==> config.mk <==
export PLATFORM = sky130hd
export DESIGN_NAME = pt_walker
export DESIGN_NICKNAME = d
export VERILOG_FILES = /design/src/rtl/pt_walker_pkg.sv /design/src/rtl/pt_entry_decode.sv /design/src/rtl/pt_perm_check.sv /design/src/rtl/pt_walk_ctrl.sv /design/src/rtl/pt_walker.sv
export SDC_FILE = /design/constraint.sdc
export NUM_CORES = 1
export LEC_CHECK = 0
export ABC_AREA = 1
export ABC_CLOCK_PERIOD_IN_PS = 5000
export BUFFER_PORTS_ARGS = -buffer_cell sky130_fd_sc_hd__buf_2
export CAP_MARGIN = 15
export CORE_UTILIZATION = 45
export CTS_CLUSTER_DIAMETER = 60
export DETAILED_ROUTE_END_ITERATION = 10
export PLACE_DENSITY = 0.74
export SLEW_MARGIN = 20
export SYNTH_ARGS = -nofsm -noshare
export SYNTH_HDL_FRONTEND = slang
export SYNTH_SLANG_ARGS = --single-unit
==> constraint.sdc <==
create_clock -name clk -period 5 [get_ports clk]
set_input_delay 0 -clock clk [delete_from_list [all_inputs] [get_ports clk]]
set_output_delay 0 -clock clk [all_outputs]
set_load 0.1 [all_outputs]
==> src/rtl/pt_walker_pkg.sv <==
package pt_walker_pkg;
  localparam int VA_W       = 32;
  localparam int OFF_W      = 12;
  localparam int IDX_W      = 10;
  localparam int ENT_LG     = 2;
  localparam int LG_OFF_W   = OFF_W + IDX_W;
  localparam int FRAME_W    = VA_W - OFF_W;
  localparam int LG_FRAME_W = VA_W - LG_OFF_W;
  localparam int LEVELS     = 2;

  localparam int B_PRESENT = 0;
  localparam int B_WRITE   = 1;
  localparam int B_USER    = 2;
  localparam int B_WT      = 3;
  localparam int B_CD      = 4;
  localparam int B_ACC     = 5;
  localparam int B_SIZE    = 7;

  typedef enum logic [2:0] {
    ST_IDLE, ST_READ_PDE, ST_READ_PTE, ST_DONE, ST_FAULT
  } walk_state_e;

  typedef enum logic [1:0] {
    FLT_NONE = 2'd0, FLT_ABSENT = 2'd1, FLT_DENIED = 2'd2
  } fault_e;

  typedef struct packed {
    logic [FRAME_W-1:0] frame;
    logic               big;
    logic               cd;
    logic               wt;
    logic               user_ok;
    logic               write_ok;
    logic               present;
  } pt_entry_t;

  function automatic logic [VA_W-1:0] entry_addr(input logic [FRAME_W-1:0] base,
                                                 input logic [IDX_W-1:0]   idx);
    logic [VA_W-1:0] a;
    a = {base, {OFF_W{1'b0}}};
    return a + VA_W'({idx, {ENT_LG{1'b0}}});
  endfunction

  function automatic logic [VA_W-1:0] small_pa(input logic [FRAME_W-1:0] frame,
                                               input logic [OFF_W-1:0]   off);
    return {frame, off};
  endfunction

  function automatic logic [VA_W-1:0] large_pa(input logic [LG_FRAME_W-1:0] frame,
                                               input logic [LG_OFF_W-1:0]   off);
    return {frame, off};
  endfunction
endpackage

==> src/rtl/pt_entry_decode.sv <==
module pt_entry_decode
  import pt_walker_pkg::*;
(
  input  logic [VA_W-1:0] word,
  output pt_entry_t       ent
);
  // accessed/dirty and spare bits carry no meaning for the walk
  logic unused_bits;
  assign unused_bits = ^{word[OFF_W-1:B_SIZE+1], word[B_SIZE-1:B_ACC]};

  assign ent.frame    = word[VA_W-1:OFF_W];
  assign ent.big      = word[B_SIZE];
  assign ent.cd       = word[B_CD];
  assign ent.wt       = word[B_WT];
  assign ent.user_ok  = word[B_USER];
  assign ent.write_ok = word[B_WRITE];
  assign ent.present  = word[B_PRESENT];
endmodule

==> src/rtl/pt_perm_check.sv <==
module pt_perm_check #(
  parameter int N_LVL = 2
) (
  input  logic             want_write,
  input  logic             want_user,
  input  logic [N_LVL-1:0] lvl_w,
  input  logic [N_LVL-1:0] lvl_u,
  output logic             allow
);
  assign allow = (!want_write || (&lvl_w)) && (!want_user || (&lvl_u));
endmodule

==> src/rtl/pt_walk_ctrl.sv <==
module pt_walk_ctrl
  import pt_walker_pkg::*;
(
  input  logic               clk,
  input  logic               rst_n,
  input  logic [FRAME_W-1:0] root_base,
  input  logic [1:0]         root_attr,
  input  logic               req_valid,
  output logic               req_ready,
  input  logic [VA_W-1:0]    req_vaddr,
  input  logic               req_write,
  input  logic               req_user,
  output logic               mem_req_valid,
  input  logic               mem_req_ready,
  output logic [VA_W-1:0]    mem_req_addr,
  output logic [1:0]         mem_req_attr,
  input  logic               mem_rsp_valid,
  input  pt_entry_t          ent,
  output logic               rsp_valid,
  input  logic               rsp_ready,
  output logic [VA_W-1:0]    rsp_paddr,
  output logic [1:0]         rsp_fault,
  output logic               rsp_large,
  output logic [1:0]         rsp_attr
);
  walk_state_e          state_q;
  logic                 issued_q;
  logic [LG_OFF_W-1:0]  off_q;
  logic                 wr_q, us_q, pde_w_q, pde_u_q;
  logic [VA_W-1:0]      addr_q, paddr_q;
  logic [1:0]           attr_q, pattr_q;
  fault_e               fault_q;
  logic                 big_q;

  // named events for the assertions
  logic req_fire, mreq_fire, entry_arrive, rsp_fire, in_read, allow;
  logic [LEVELS-1:0] lvl_w, lvl_u;

  assign in_read      = (state_q == ST_READ_PDE) || (state_q == ST_READ_PTE);
  assign req_ready    = (state_q == ST_IDLE);
  assign req_fire     = req_valid && req_ready;
  assign mem_req_valid = in_read && !issued_q;
  assign mreq_fire    = mem_req_valid && mem_req_ready;
  assign entry_arrive = in_read && issued_q && mem_rsp_valid;
  assign rsp_valid    = (state_q == ST_DONE) || (state_q == ST_FAULT);
  assign rsp_fire     = rsp_valid && rsp_ready;

  assign mem_req_addr = addr_q;
  assign mem_req_attr = attr_q;
  assign rsp_paddr    = paddr_q;
  assign rsp_fault    = fault_q;
  assign rsp_large    = big_q;
  assign rsp_attr     = pattr_q;

  always_comb begin
    if (state_q == ST_READ_PTE) begin
      lvl_w = {pde_w_q, ent.write_ok};
      lvl_u = {pde_u_q, ent.user_ok};
    end else begin
      lvl_w = {ent.write_ok, 1'b1};
      lvl_u = {ent.user_ok, 1'b1};
    end
  end

  pt_perm_check #(.N_LVL(LEVELS)) u_perm (
    .want_write(wr_q), .want_user(us_q),
    .lvl_w(lvl_w), .lvl_u(lvl_u), .allow(allow)
  );

  always_ff @(posedge clk) begin
    if (!rst_n) begin
      state_q  <= ST_IDLE;
      issued_q <= 1'b0;
      off_q    <= '0;
      wr_q     <= 1'b0;
      us_q     <= 1'b0;
      pde_w_q  <= 1'b0;
      pde_u_q  <= 1'b0;
      addr_q   <= '0;
      attr_q   <= '0;
      paddr_q  <= '0;
      fault_q  <= FLT_NONE;
      big_q    <= 1'b0;
      pattr_q  <= '0;
    end else begin
      if (mreq_fire)    issued_q <= 1'b1;
      if (entry_arrive) issued_q <= 1'b0;
      unique case (state_q)
        ST_IDLE: if (req_fire) begin
          off_q   <= req_vaddr[LG_OFF_W-1:0];
          wr_q    <= req_write;
          us_q    <= req_user;
          addr_q  <= entry_addr(root_base, req_vaddr[VA_W-1 -: IDX_W]);
          attr_q  <= root_attr;
          state_q <= ST_READ_PDE;
        end
        ST_READ_PDE: if (entry_arrive) begin
          if (!ent.present) begin
            fault_q <= FLT_ABSENT; paddr_q <= '0; big_q <= 1'b0; pattr_q <= '0;
            state_q <= ST_FAULT;
          end else if (ent.big) begin
            if (allow) begin
              fault_q <= FLT_NONE;
              paddr_q <= large_pa(ent.frame[FRAME_W-1 -: LG_FRAME_W], off_q);
              big_q   <= 1'b1;
              pattr_q <= {ent.cd, ent.wt};
              state_q <= ST_DONE;
            end else begin
              fault_q <= FLT_DENIED; paddr_q <= '0; big_q <= 1'b0; pattr_q <= '0;
              state_q <= ST_FAULT;
            end
          end else begin
            pde_w_q <= ent.write_ok;
            pde_u_q <= ent.user_ok;
            addr_q  <= entry_addr(ent.frame, off_q[LG_OFF_W-1 -: IDX_W]);
            attr_q  <= {ent.cd, ent.wt};
            state_q <= ST_READ_PTE;
          end
        end
        ST_READ_PTE: if (entry_arrive) begin
          if (!ent.present) begin
            fault_q <= FLT_ABSENT; paddr_q <= '0; big_q <= 1'b0; pattr_q <= '0;
            state_q <= ST_FAULT;
          end else if (allow) begin
            fault_q <= FLT_NONE;
            paddr_q <= small_pa(ent.frame, off_q[OFF_W-1:0]);
            big_q   <= 1'b0;
            pattr_q <= {ent.cd, ent.wt};
            state_q <= ST_DONE;
          end else begin
            fault_q <= FLT_DENIED; paddr_q <= '0; big_q <= 1'b0; pattr_q <= '0;
            state_q <= ST_FAULT;
          end
        end
        ST_DONE, ST_FAULT: if (rsp_fire) state_q <= ST_IDLE;
        default: state_q <= ST_IDLE;
      endcase
    end
  end


  mem_hold_chk: assert property (@(posedge clk) disable iff (!rst_n)
    (mem_req_valid && !mem_req_ready) |=> (mem_req_valid && $stable(mem_req_addr) && $stable(mem_req_attr)));

  rsp_hold_chk: assert property (@(posedge clk) disable iff (!rst_n)
    (rsp_valid && !rsp_ready) |=> (rsp_valid && $stable(rsp_paddr) && $stable(rsp_fault) && $stable(rsp_attr)));

  busy_after_accept_chk: assert property (@(posedge clk) disable iff (!rst_n)
    req_fire |=> !req_ready);

  large_offset_chk: assert property (@(posedge clk) disable iff (!rst_n)
    (rsp_valid && rsp_large) |-> (rsp_paddr[LG_OFF_W-1:0] == off_q));

  large_one_read_chk: assert property (@(posedge clk) disable iff (!rst_n)
    (state_q == ST_READ_PDE && entry_arrive && ent.present && ent.big) |=> !mem_req_valid);

  absent_pde_chk: assert property (@(posedge clk) disable iff (!rst_n)
    (state_q == ST_READ_PDE && entry_arrive && !ent.present) |=> (rsp_valid && rsp_fault == FLT_ABSENT));

  fault_clean_chk: assert property (@(posedge clk) disable iff (!rst_n)
    (rsp_valid && rsp_fault != FLT_NONE) |-> (rsp_paddr == '0 && !rsp_large && rsp_attr == 2'b00));
endmodule

==> src/rtl/pt_walker.sv <==
module pt_walker
  import pt_walker_pkg::*;
(
  input  logic            clk,
  input  logic            rst_n,
  input  logic            root_we,
  input  logic [VA_W-1:0] root_wdata,
  input  logic            req_valid,
  output logic            req_ready,
  input  logic [VA_W-1:0] req_vaddr,
  input  logic            req_write,
  input  logic            req_user,
  output logic            mem_req_valid,
  input  logic            mem_req_ready,
  output logic [VA_W-1:0] mem_req_addr,
  output logic [1:0]      mem_req_attr,
  input  logic            mem_rsp_valid,
  input  logic [VA_W-1:0] mem_rsp_data,
  output logic            rsp_valid,
  input  logic            rsp_ready,
  output logic [VA_W-1:0] rsp_paddr,
  output logic [1:0]      rsp_fault,
  output logic            rsp_large,
  output logic [1:0]      rsp_attr
);
  logic [FRAME_W-1:0] root_base_q;
  logic [1:0]         root_attr_q;
  pt_entry_t          ent;

  logic unused_root;
  assign unused_root = ^{root_wdata[OFF_W-1:B_CD+1], root_wdata[B_WT-1:0]};

  always_ff @(posedge clk) begin
    if (!rst_n) begin
      root_base_q <= '0;
      root_attr_q <= '0;
    end else if (root_we) begin
      root_base_q <= root_wdata[VA_W-1:OFF_W];
      root_attr_q <= {root_wdata[B_CD], root_wdata[B_WT]};
    end
  end

  pt_entry_decode u_dec (.word(mem_rsp_data), .ent(ent));

  pt_walk_ctrl u_ctrl (
    .clk(clk), .rst_n(rst_n),
    .root_base(root_base_q), .root_attr(root_attr_q),
    .req_valid(req_valid), .req_ready(req_ready), .req_vaddr(req_vaddr),
    .req_write(req_write), .req_user(req_user),
    .mem_req_valid(mem_req_valid), .mem_req_ready(mem_req_ready),
    .mem_req_addr(mem_req_addr), .mem_req_attr(mem_req_attr),
    .mem_rsp_valid(mem_rsp_valid), .ent(ent),
    .rsp_valid(rsp_valid), .rsp_ready(rsp_ready), .rsp_paddr(rsp_paddr),
    .rsp_fault(rsp_fault), .rsp_large(rsp_large), .rsp_attr(rsp_attr)
  );


  root_load_chk: assert property (@(posedge clk) disable iff (!rst_n)
    root_we |=> (root_base_q == $past(root_wdata[VA_W-1:OFF_W])));
endmodule

==> run_results.csv <==
group,metric,value,unit
critical_path,cp.required,5.45,ns
clocking,clk_path_buf_depth,2,
run_status,status,"completed",
critical_path,cp.depth,9,
sta,clock_skew,0.00518,ns
yosys,synth_top_area_cell,"dfxtp_1",
route,met3_length,1100,µm
placement,io_buffers,160,
power,power,4.00,mW
route,top_layer,"met4",
critical_path,cpMaxStageDelayCell,"nor3_4",
sta,finalCritPeriodShare,72.3,%
route,drtAntennaViolNets,0,
flow_run,drv_cap,0,
yosys,synth_warnings,0,
route,route.met2.wl,7840,µm
finish,final_cells,1058,
floorplanning,start_util,47.2,%
route,firstDrtPassIters,5,
global_route,grt_pass1_vias,5389,
critical_path,reg2reg_slack,1.39,ns
finish,syn_to_final_growth,51.2,%
finish,fill_cells,772,
sta,relSlewSlack,29.2,%
route,routed_wl,16200,µm
sta,tns,0,ns
finish,final_util,71.3,%
finish,diodes,0,
global_route,gr-total-overflow,0,
placement,dp.cells,917,
yosys,syn_area,0.00496,mm²
floorplanning,die_x,107,µm
yosys,ys_dominant_reg_cell,"dfxtp_1",
route,drc_errors,0,
global_route,grt_start_max_net_pins,52,
floorplanning,coreArea,0.0105,mm²
placement,dpl_worst_slack,1.44,ns
clocking,clk_latency,0.52,ns
placement,gp_congestion,0.802,
sta,fmax,277,MHz
clocking,cts_sinks,121,
clocking,cts_tree,"done",
critical_path,crit_end,"u_ctrl.rsp_paddr[25]$_SDFFE_PN0P_",
route,wl_per_cell,15.3,µm
critical_path,r2r_end,"u_ctrl.rsp_paddr[25]$_SDFFE_PN0P_",
yosys,synthCells,663,
power,ir_drop,0.000421,V
placement,dp_hpwl,9070,µm
yosys,yosysTopAreaCellShare,48.9,%
finish,ff_latch_area,0.00242,mm²
clocking,cts_resized,0,
sta,finalMaxSlewViolations,0,
hold_path,hold_class,"input pin to flop",
yosys,ys_seq_area_share,48.9,%
route,routed-via-count,5525,
critical_path,cpMostUsedCell,"nand2_2",
floorplanning,die_area,0.0114,mm²
critical_path,cp-end-kind,"flop",
power,leakage,3.42,nW
critical_path,path_buf_inv,1,
critical_path,slowest_delay,0.82,ns
clocking,numCtsBuffers,17,
finish,drive_above_1_share,24.8,%
finish,fin_nets,1014,
sta,setup_viol,0,
critical_path,worstSetupPathType,"flop to flop",
sta,tightest_slew,1.06,ns
critical_path,r2r_cells,9,
sta,finalHoldViolations,0,
critical_path,startpoint,"u_ctrl.state_q[1]$_SDFFE_PN0P_",
sta,setup_ws,1.39,ns
yosys,synth_seq_cells,121,
route,drt-met1-wl,6730,µm
route,drt_iter0_drc,484,
global_route,gr-usage-all-layers,29.0,%
floorplanning,io_pins,179,
yosys,yosys-top-cells-area,"dfxtp_1 49%, nand2_1 9.0%, o21ai_0 8.8%",
global_route,grt_pass1_wl,25800,µm
yosys,yosysMostFrequentCell,"dfxtp_1",
yosys,synth-async-reset-ratio,0,%
yosys,yosysUniqueCellTypes,22,
global_route,antenna_found_initial,0,
yosys,syn_avg_cell_area,7.48,µm²
clocking,htreeDepth,4,
critical_path,timing.rr.start,"u_ctrl.state_q[1]$_SDFFE_PN0P_",
critical_path,worstPathArrival,4.06,ns
critical_path,crit_chain,"nor2_1, nand2_2, nand2_2, nand3_4, nor2_4, inv_2, nor3_4, nand2_1, a21oi_1",
clocking,clkSlewWorstSetupHoldPaths,0.06,ns
floorplanning,rows,37,
finish,multiInputGateArea,0.00222,mm²
critical_path,crit_path_max_fanout,45,
yosys,synth.top_cells.by_count,"121 x dfxtp_1, 119 x nand2_1, 107 x nor2_1",
floorplanning,die_h,107,µm
yosys,synth_edf_count,0,
sta,rsz0062_at_grt,"false",
sta,finalCriticalPeriod,3.61,ns
power,p_per_area,534,mW/mm²
route,viasPerCell,5.22,
critical_path,critPathTopFamily,"simple AND/OR/NAND/NOR gates",
clocking,cts_root_buf,"clkbuf_8",
critical_path,cp-start-kind,"flop",
[worst min-delay path, cell delays in order]
cell and delay, ns:
buf_2 0.12, nand3_4 0.12, nor2_4 0.10, nand3_1 0.10
nand2_1 0.04, inv_1 0.04
[sequential cells by signal, indices dropped and copies added (netlist names), 2 cells and up]
name	flops
u_ctrl.state_q	3
u_ctrl.rsp_paddr	32
u_ctrl.mem_req_attr	2
u_ctrl.mem_req_addr	30
u_ctrl.rsp_attr	2
root_base_q	20
root_attr_q	2
u_ctrl.rsp_fault	2
u_ctrl.off_q	22
[cells in the final DEF, fill, tap and decap left out]
master,instances
a21oi_1,73
buf_2,160
buf_4,3
bufinv_16,4
clkbuf_1,2
clkbuf_16,16
clkbuf_8,7
clkinv_2,3
conb_1,2
dfxtp_1,121
dlygate4sd3_1,109
inv_1,29
inv_2,6
mux2_2,22
nand2_1,119
nand2_2,2
nand3_1,33
nand3_4,1
nand3b_1,2
nand4_1,2
nor2_1,106
nor2_2,1
nor2_4,2
nor3_2,1
nor3_4,1
o21ai_0,87
o21ai_1,8
[kinds of logic (layout without fill, tap and decap cells)]
| group | after synthesis | count (layout) | share of synthesized area [%] |
|---|---|---|---|
| compound gates | 168 | 168 | 17.0 |
| buf+inv | 81 | 339 | 6.59 |
| flops | 121 | 121 | 48.9 |
| mux | 22 | 22 | 5.00 |
| other cells | 1 | 2 | 0.0757 |
| simple gates | 270 | 270 | 22.5 |
[per-stage QoR]
stage	cell area, µm²	hold slack, ns
6_report	7500	0.0323
5_1_grt	7500	0.0478
4_1_cts	7500	0.00372
3_5_place_dp	5770	0.224
3_3_place_gp	5770	0.224
2_1_floorplan	4960	0.135
[worst min path at each step]
stage | start | endpoint | slack, ns | cells after the start
finish | mem_rsp_valid | u_ctrl.rsp_paddr[14]$_SDFFE_PN0P_ | 0.03 | 6
global route | root_we | root_base_q[19]$_SDFFE_PN0P_ | 0.05 | 3
CTS | root_we | root_base_q[16]$_SDFFE_PN0P_ | 0.004 | 3
detailed placement | root_wdata[19] | root_base_q[7]$_SDFFE_PN0P_ | 0.22 | 3
global placement | root_wdata[22] | root_base_q[10]$_SDFFE_PN0P_ | 0.22 | 3
floorplan | root_wdata[3] | root_attr_q[0]$_SDFFE_PN0P_ | 0.13 | 2
[area by class of cell]
| class | count | share of cell area [%] |
|---|---|---|
| sequential | 121 | 32.3 |
| multi-input combinational | 462 | 29.6 |
| timing repair buffer | 272 | 25.5 |
| clock buffer | 25 | 6.73 |
| tap | 136 | 2.27 |
| clock inverter | 7 | 1.80 |
| inverter | 35 | 1.75 |
[power by group]
| group | internal (mW) | leakage, nW | switching, mW | total (mW) |
|---|---|---|---|---|
| registers | 1.11 | 0.990 | 0.0832 | 1.19 |
| logic | 0.391 | 2.11 | 1.11 | 1.50 |
| clock network | 0.888 | 0.318 | 0.425 | 1.31 |
[timing repair]
item | 4_1_cts | 5_1_grt
hold buffers | 109 | 0
hold endpoints to repair | 108 | 0
setup buffers | 0 | 0
[layer usage]
layer | vias up | track usage (%)
li1 | 2664 | -
met1 | 2533 | 34.4
met2 | 271 | 48.6
met3 | 57 | 6.44
met4 | 0 | 15.9
met5 | - | 0
Power figures use the tool's default switching activity.
